### src/rtl/uatx_pkg.sv
package uatx_pkg;

    typedef enum logic [2:0] {
        ST_IDLE   = 3'd0,
        ST_START  = 3'd1,
        ST_DATA   = 3'd2,
        ST_PARITY = 3'd3,
        ST_STOP1  = 3'd4,
        ST_STOP2  = 3'd5
    } tx_state_e;

    localparam logic [1:0] WL_7 = 2'b00;
    localparam logic [1:0] WL_8 = 2'b01;
    localparam logic [1:0] WL_9 = 2'b10;

    typedef struct packed {
        logic [1:0] wlen;
        logic       par_en;
        logic       par_even;
        logic       par_stick;
        logic       two_stop;
    } frame_cfg_t;

    // number of data bits for a length code; the spare code falls back to 8
    function automatic logic [3:0] data_bits(input logic [1:0] wl);
        logic [3:0] n;
        unique case (wl)
            WL_7:    n = 4'd7;
            WL_9:    n = 4'd9;
            default: n = 4'd8;
        endcase
        return n;
    endfunction

endpackage

### src/rtl/uatx_baud_cnt.sv
module uatx_baud_cnt #(
    parameter int OVS = 16
) (
    input  logic clk,
    input  logic rst_n,
    input  logic clr,
    input  logic tick,
    output logic bit_done
);
    localparam int CW = (OVS > 1) ? $clog2(OVS) : 1;
    localparam logic [CW-1:0] LAST = CW'(OVS - 1);

    logic [CW-1:0] cnt;

    always_ff @(posedge clk or negedge rst_n) begin
        if (!rst_n) begin
            cnt <= '0;
        end else if (clr) begin
            cnt <= '0;
        end else if (tick) begin
            cnt <= (cnt == LAST) ? '0 : cnt + 1'b1;
        end
    end

    assign bit_done = tick && (cnt == LAST) && !clr;

endmodule

### src/rtl/uatx_parity.sv
module uatx_parity
    import uatx_pkg::*;
#(
    parameter int DATA_W = 9
) (
    input  logic [DATA_W-1:0] data,
    input  frame_cfg_t        cfg,
    output logic              par_bit,
    output logic              par_on
);
    logic [3:0]        nbits;
    logic [DATA_W-1:0] masked;
    logic              ones_odd;

    assign nbits = data_bits(cfg.wlen);

    for (genvar g = 0; g < DATA_W; g++) begin : g_mask
        assign masked[g] = data[g] & (4'(g) < nbits);
    end

    assign ones_odd = ^masked;
    // no parity slot in the 9-bit format
    assign par_on   = cfg.par_en && (cfg.wlen != WL_9);

    always_comb begin
        if (cfg.par_stick)     par_bit = ~cfg.par_even;
        else if (cfg.par_even) par_bit = ones_odd;
        else                   par_bit = ~ones_odd;
    end

endmodule

### src/rtl/uatx_rts.sv
module uatx_rts (
    input  logic clk,
    input  logic rst_n,
    input  logic hw_mode,
    input  logic sw_bit,
    input  logic hw_req,
    output logic pin_n,
    output logic readback
);
    always_ff @(posedge clk or negedge rst_n) begin
        if (!rst_n) pin_n <= 1'b1;
        else        pin_n <= hw_mode ? ~hw_req : ~sw_bit;
    end

    assign readback = ~pin_n;

endmodule

### src/rtl/uatx_framer.sv
module uatx_framer
    import uatx_pkg::*;
#(
    parameter int DATA_W = 9,
    parameter int OVS    = 16
) (
    input  logic              clk,
    input  logic              rst_n,
    input  logic              baud_tick,
    input  logic              in_valid,
    input  logic [DATA_W-1:0] in_data,
    output logic              in_ready,
    input  logic [1:0]        cfg_wlen,
    input  logic              cfg_par_en,
    input  logic              cfg_par_even,
    input  logic              cfg_par_stick,
    input  logic              cfg_two_stop,
    input  logic              cfg_break,
    input  logic              cfg_hw_flow,
    input  logic              cfg_rts_sw,
    input  logic              hw_rts_req,
    output logic              tx_out,
    output logic              rts_n,
    output logic              rts_state
);
    tx_state_e         state, state_nx;
    frame_cfg_t        cfg_in, cfg_q;
    logic [DATA_W-1:0] shreg;
    logic [3:0]        idx;
    logic [3:0]        nbits_q;
    logic              par_q, par_on_q;
    logic              par_bit_w, par_on_w;
    logic              bit_done, accept, last_data, line;

    assign cfg_in  = '{wlen: cfg_wlen, par_en: cfg_par_en, par_even: cfg_par_even,
                       par_stick: cfg_par_stick, two_stop: cfg_two_stop};
    assign accept  = (state == ST_IDLE) && in_valid;
    assign nbits_q = data_bits(cfg_q.wlen);
    assign last_data = (idx == nbits_q - 4'd1);

    uatx_baud_cnt #(.OVS(OVS)) u_cnt (
        .clk(clk), .rst_n(rst_n), .clr(accept), .tick(baud_tick), .bit_done(bit_done)
    );

    uatx_parity #(.DATA_W(DATA_W)) u_par (
        .data(in_data), .cfg(cfg_in), .par_bit(par_bit_w), .par_on(par_on_w)
    );

    uatx_rts u_rts (
        .clk(clk), .rst_n(rst_n), .hw_mode(cfg_hw_flow), .sw_bit(cfg_rts_sw),
        .hw_req(hw_rts_req), .pin_n(rts_n), .readback(rts_state)
    );

    // state register
    always_ff @(posedge clk or negedge rst_n) begin
        if (!rst_n) state <= ST_IDLE;
        else        state <= state_nx;
    end

    // next-state logic
    always_comb begin
        state_nx = state;
        unique case (state)
            ST_IDLE:   if (in_valid) state_nx = ST_START;
            ST_START:  if (bit_done) state_nx = ST_DATA;
            ST_DATA:   if (bit_done && last_data)
                           state_nx = par_on_q ? ST_PARITY : ST_STOP1;
            ST_PARITY: if (bit_done) state_nx = ST_STOP1;
            ST_STOP1:  if (bit_done) state_nx = cfg_q.two_stop ? ST_STOP2 : ST_IDLE;
            ST_STOP2:  if (bit_done) state_nx = ST_IDLE;
            default:   state_nx = ST_IDLE;
        endcase
    end

    // frame datapath: latched word, settings and parity
    always_ff @(posedge clk or negedge rst_n) begin
        if (!rst_n) begin
            shreg    <= '0;
            idx      <= '0;
            cfg_q    <= '0;
            par_q    <= 1'b0;
            par_on_q <= 1'b0;
        end else if (accept) begin
            shreg    <= in_data;
            idx      <= '0;
            cfg_q    <= cfg_in;
            par_q    <= par_bit_w;
            par_on_q <= par_on_w;
        end else if (state == ST_DATA && bit_done) begin
            shreg <= shreg >> 1;
            idx   <= idx + 4'd1;
        end
    end

    // outputs
    always_comb begin
        in_ready = 1'b0;
        line     = 1'b1;
        unique case (state)
            ST_IDLE:   in_ready = 1'b1;
            ST_START:  line = 1'b0;
            ST_DATA:   line = shreg[0];
            ST_PARITY: line = par_q;
            ST_STOP1,
            ST_STOP2:  line = 1'b1;
            default:   line = 1'b1;
        endcase
        tx_out = cfg_break ? 1'b0 : line;
    end

endmodule

### config.mk
export PLATFORM = sky130hd
export DESIGN_NAME = uatx_framer
export DESIGN_NICKNAME = d
export VERILOG_FILES = /design/src/rtl/uatx_pkg.sv /design/src/rtl/uatx_baud_cnt.sv /design/src/rtl/uatx_parity.sv /design/src/rtl/uatx_rts.sv /design/src/rtl/uatx_framer.sv
export SDC_FILE = /design/constraint.sdc
export NUM_CORES = 1
export LEC_CHECK = 0
export BUFFER_PORTS_ARGS = -buffer_cell sky130_fd_sc_hd__buf_2
export CAP_MARGIN = 30
export CORE_MARGIN = 1
export CORE_UTILIZATION = 55
export DETAILED_ROUTE_END_ITERATION = 10
export HOLD_SLACK_MARGIN = 0.05
export PLACE_DENSITY = 0.79
export REMOVE_ABC_BUFFERS = 1
export SLEW_MARGIN = 25
export SYNTH_ARGS = -nofsm -noshare
export SYNTH_HDL_FRONTEND = slang
export SYNTH_HIERARCHICAL = 1
export SYNTH_SLANG_ARGS = --single-unit
### constraint.sdc
create_clock -name clk -period 3.8 [get_ports clk]
set_input_delay 0.19 -clock clk [delete_from_list [all_inputs] [get_ports clk]]
set_output_delay 0.19 -clock clk [all_outputs]
set_load 0.05 [all_outputs]
Yosys cells after proc, flatten, opt, wreduce, memory -nomap -nowiden
Index checks and enable logic that the tools add are counted.

word-level totals
  register bits after elaboration = 26
  input bits = 23
  output and inout port bits = 4

operators by class
  add/subtract/negate cells = 3
  order comparisons = 9
  equal/unequal tests = 16
  multiplexer cells = 24
  bitwise gates (word level) = 14
  reduce and logical (&&, ||, !) cells = 14

operator list
  operator                                                                number
  3-bit 2-to-1 mux                                                        8
  4-bit 2-to-1 mux                                                        5
  9-bit 2-to-1 mux                                                        2
  3-bit case mux with 6 select lines                                      1
  3-bit by 4-bit < comparator with 1-bit output (first input constant)    4
  4-bit case mux with 2 select lines                                      2
  2-bit inequality test (second input constant)                           7
  1-bit bitwise AND                                                       9
  9-bit parity                                                            1
  4-bit by 1-bit adder with 4-bit output (second input constant)          2
  1-bit by 4-bit < comparator with 1-bit output (first input constant)    2
  2-bit by 4-bit < comparator with 1-bit output (first input constant)    2
  3-bit by 2-bit equality test with 1-bit output (second input constant)  2
  3-bit equality test (second input constant)                             2
  1-bit logical AND                                                       6
  6-bit AND reduction                                                     1
  1-bit 2-to-1 mux                                                        5
  1-bit NOT                                                               5
  2-bit equality test (second input constant)                             2
  4-bit equality test                                                     1
  4-bit equality test (second input constant)                             1
  2-bit logical NOT                                                       2
  4-bit < comparator (first input constant)                               1
  2-bit nonzero test                                                      2
  5 further kinds                                                         5

Logic depth before layout (Yosys ltp)
  depth after elaboration = 8
  gate-level depth with buffers = 8
  gate-level depth less buffers = 7

By module
The synthesis kept the hierarchy.

modules (own cells, without submodules)
  module         times used  cells each  area each (um2)  sequential area each (um2)
  uatx_framer    1           97          1,077.3          525.5
  uatx_baud_cnt  1           21          202.7            100.1
  uatx_parity    1           13          131.4            0.0
  uatx_rts       1           3           40.0             26.3

Worst setup path before layout
OpenSTA, ideal clock, no wires.

  path kind = register to register
  from = register state[0]
  to = register state[0]
  setup time = 0.125 ns
  arrival = 2.135 ns
  slack = 1.540 ns
  cell stages (with the launch flop) = 7
  clock period less this slack = 2.260 ns
  cell sequence = dfrtp_1 nor4b_4 buf_6 nor3_1 or3b_1 a32oi_1 mux2_2

on the way
  cells in the longest elaborated chain, start to end = 7

RTL lines
  what                                    RTL line             RTL
  start: declaration                      uatx_framer.sv:26    tx_state_e state, state_nx;
  start signal: assignment                uatx_framer.sv:57    else state <= state_nx;
  3-bit logical NOT *                     uatx_framer.sv:37    assign accept = (state == ST_IDLE) && in_valid;
  1-bit logical AND *                     uatx_framer.sv:37
  net accept                              uatx_framer.sv:33    logic bit_done, accept, last_data, line;
  1-bit logical NOT *                     uatx_baud_cnt.sv:25  assign bit_done = tick && (cnt == LAST) && !clr;
  1-bit logical AND *                     uatx_baud_cnt.sv:25
  net bit_done                            uatx_framer.sv:33
  1-bit logical AND                       uatx_framer.sv:66    ST_DATA: if (bit_done && last_data)
  2-bit inequality test (no source line)  n/a
  6-bit AND reduction (no source line) *  n/a

The timed path passes the listed nets; every way through them passes the cells marked *.
A chain may end at the register's enable or synchronous reset.

Final worst setup path
  from = register state[1]
  to = register shreg[7]

on the way
  cells in the longest elaborated chain, start to end = 6

RTL lines
  what                                 RTL line             RTL
  3-bit logical NOT                    uatx_framer.sv:37
  1-bit logical AND                    uatx_framer.sv:37
  1-bit logical NOT                    uatx_baud_cnt.sv:25
  1-bit logical AND                    uatx_baud_cnt.sv:25
  net bit_done                         uatx_framer.sv:33
  1-bit logical AND                    uatx_framer.sv:89    end else if (state == ST_DATA && bit_done) begin
  2-bit nonzero test (no source line)  n/a
  end signal: assignment               uatx_framer.sv:84    shreg <= in_data;
  end signal: assignment               uatx_framer.sv:90    shreg <= shreg >> 1;
  end: declaration                     uatx_framer.sv:28    logic [DATA_W-1:0] shreg;

The timed path passes the listed nets, and every way through them passes these cells.

==> run metrics <==
clk slew on worst S/H paths=0.14 ns; warning count from the yosys run=6; fraction of layout cells with a size suffix above 1=0.2778; setup bufs post-CTS=0; die width=53.37 um; worst hold slack=~0.09 ns; Final TNS setup=0 ns; crit path DAT=approximately 2.6 ns; Seq/Total Area, Yosys=0.4491; worst min-delay path category=in -> reg; Post-synth EDFFs=0; top cell type's share of synthesized area=0.4310; crit end category=flop; Commonest cells post-synth=dfrtp_1 (25), nand2_1 (18), mux2_2 (9); Final Cycle Share=0.6379; clk buf depth=2; H-Tree Depth=1; Via density=5.672; detailed-route wire length per cell=13.54 um; critical path fanouts, max=15; Synth cell types=38; antenna-violating nets left=0; 1st-iter DRT viols=10; top-count cell post-synth=dfrtp_1; Die H=roughly 53 um; DR pass1 iterations=4; asr flop ratio synth=1.000; # diodes=0; row cnt=18; dominant cell type by area after synthesis=dfrtp_1; Fin. Hold Viols=0; die area=0.002848 mm2; Hold Buf Count CTS=3; WP data required=4.02 ns; dpl hpwl=1906 um; nets=188; RSZ-0062 raised after global routing=no; # port buffers=26; pin count of the biggest net entering global routing=27; Synth Register Bits=26; Fmax=412.5 MHz; Leak=0.0007872 uW; Worst-Margin Slew=about 0.56 ns; clock skew=0.005303 ns; vias in the first global route=1027; Synth Instances=roughly 130; CTS buffer count=3; core footprint=0.002477 mm2; DR vias=1089; fillers=208; relative slew slack=0.6239; top post-synthesis cells by area=dfrtp_1 (43%), mux2_2 (7.0%), nand2_1 (4.7%); Synth-to-Final Area Change=13.71%; PD cells=581.1 mW/mm2; I/O pins=27; Worst-Skew Late Latency=0.32 ns; Syn Area/Cell=roughly 11 um2; worst reg2reg setup slack=1.38 ns; status=finished, final reports clean; Final Cell Area=0.001650 mm2; peak supply drop=0.4451 mV; Detailed Route WL=2599 um; Final Setup Violations=0; post-CTS sizing=0; CP Launch Type=flop; Crit Path Category=reg -> reg; final worst path period need=between 2 and 2.5 ns; clock sink total=26; maximum capacitance violations=0; Root Buffer Master=clkbuf_4; DRC violations left=0; GR Util All Layers=0.2224; initial antenna violation count=0; Overflow after GRT=0; Post-Place Cell Area=0.001584 mm2; global-route wire length before repair=4436 um; Primary FF master, synth=dfrtp_1; Slew Limit Fails=0; CTS tree=yes; Mapped Area=0.001451 mm2; initial core utilization=0.5859; GPL Wtd Cong=roughly 0.84
==> final timing paths <==
kind	start	depth (start not counted)	end
max	state[1]	5	shreg[7]
min	cfg_two_stop	2	cfg_q[0]
max reg2reg	state[1]	5	shreg[7]
min reg2reg	shreg[6]	2	shreg[6]
max in group asynchronous	rst_n	2	shreg[3]
min in group asynchronous	rst_n	2	u_cnt/cnt[1]
==> power by group <==
group          switching (uW)  internal (uW)
combinational             187            172
sequential               87.3            375
clock                    79.3           58.6
total                     354            605
==> sequential cells by signal, summed over array words and instances, names as in the netlist <==
signal / flops
idx: 4
u_rts/pin_n: 1
shreg: 9
par_q: 1
cfg_q: 3
state: 3
par_on_q: 1
u_cnt/cnt: 4
==> metrics by stage <==
stage | total power (uW) | utilization | instances | worst slack, ns
CTS | 965.0 | 0.6662 | 192 | 1.389
global placement | 799.6 | 0.6394 | 185 | 1.538
finish | 959.0 | 0.6662 | 192 | 1.376
detailed placement | 825.0 | 0.6394 | 185 | 1.394
floorplan | 721.4 | - | 128 | 1.185
global route | 1023 | 0.6662 | 192 | 1.197
==> cell usage in the layout, fill, tap and decap left out, types with 2 or more instances in the layout <==
cell type and instances:
a32oi_1 2, nand3b_1 2, nor2_1 8, o21ai_0 2, mux2i_1 6, a311oi_1 2, a31oi_1 2, nand2_1 18
dfrtp_1 25, nor2b_1 2, mux2_2 9, or3b_1 2, inv_1 3, buf_2 26, a22oi_1 6, xnor2_1 3
clkbuf_4 3, xnor3_1 2, nor3_1 3, dlygate4sd3_1 3, ha_1 2, xor2_1 5, nand2b_1 5, a211oi_1 2
a21oi_1 3
==> final cells by class <==
type                       instances  area, um2  area share
tap                               30      37.54     0.02274
timing repair buffer              30      167.7      0.1016
clock buffer                       4      36.28     0.02199
inverter                           3      11.26    0.006823
multi-input combinational         99      745.7      0.4519
sequential                        26      651.9      0.3950
==> per-layer routing <==
| layer | share of wire | up-vias | GRT usage |
|---|---|---|---|
| met4 | 0.019 | 0 | 0.1228 |
| met5 | 0 | - | 0 |
| li1 | - | 534 | - |
| met3 | 0.043 | 4 | 0.02874 |
| met1 | 0.44 | 517 | 0.2541 |
| met2 | 0.50 | 34 | 0.3938 |
==> worst max-delay path, stage by stage, from the launching register on <==
cell      delay, ns
dfrtp_1        0.63
nor4b_4        0.09
nor3_1         0.45
and4bb_2       0.53
mux2_2         0.37
mux2_2         0.25
==> logic make-up after synthesis <==
kind of cell	after synthesis	synth area share
AO/OA/AOI/OAI	23	0.1147
adder cells (fa/ha/maj)	2	0.01724
flip-flops	26	0.4491
AND/OR/NAND/NOR	49	0.1914
multiplexers	15	0.1112
XOR/XNOR	10	0.07931
buffers and inverters	9	0.03707
Note: power is estimated with default switching activity, not from simulation.
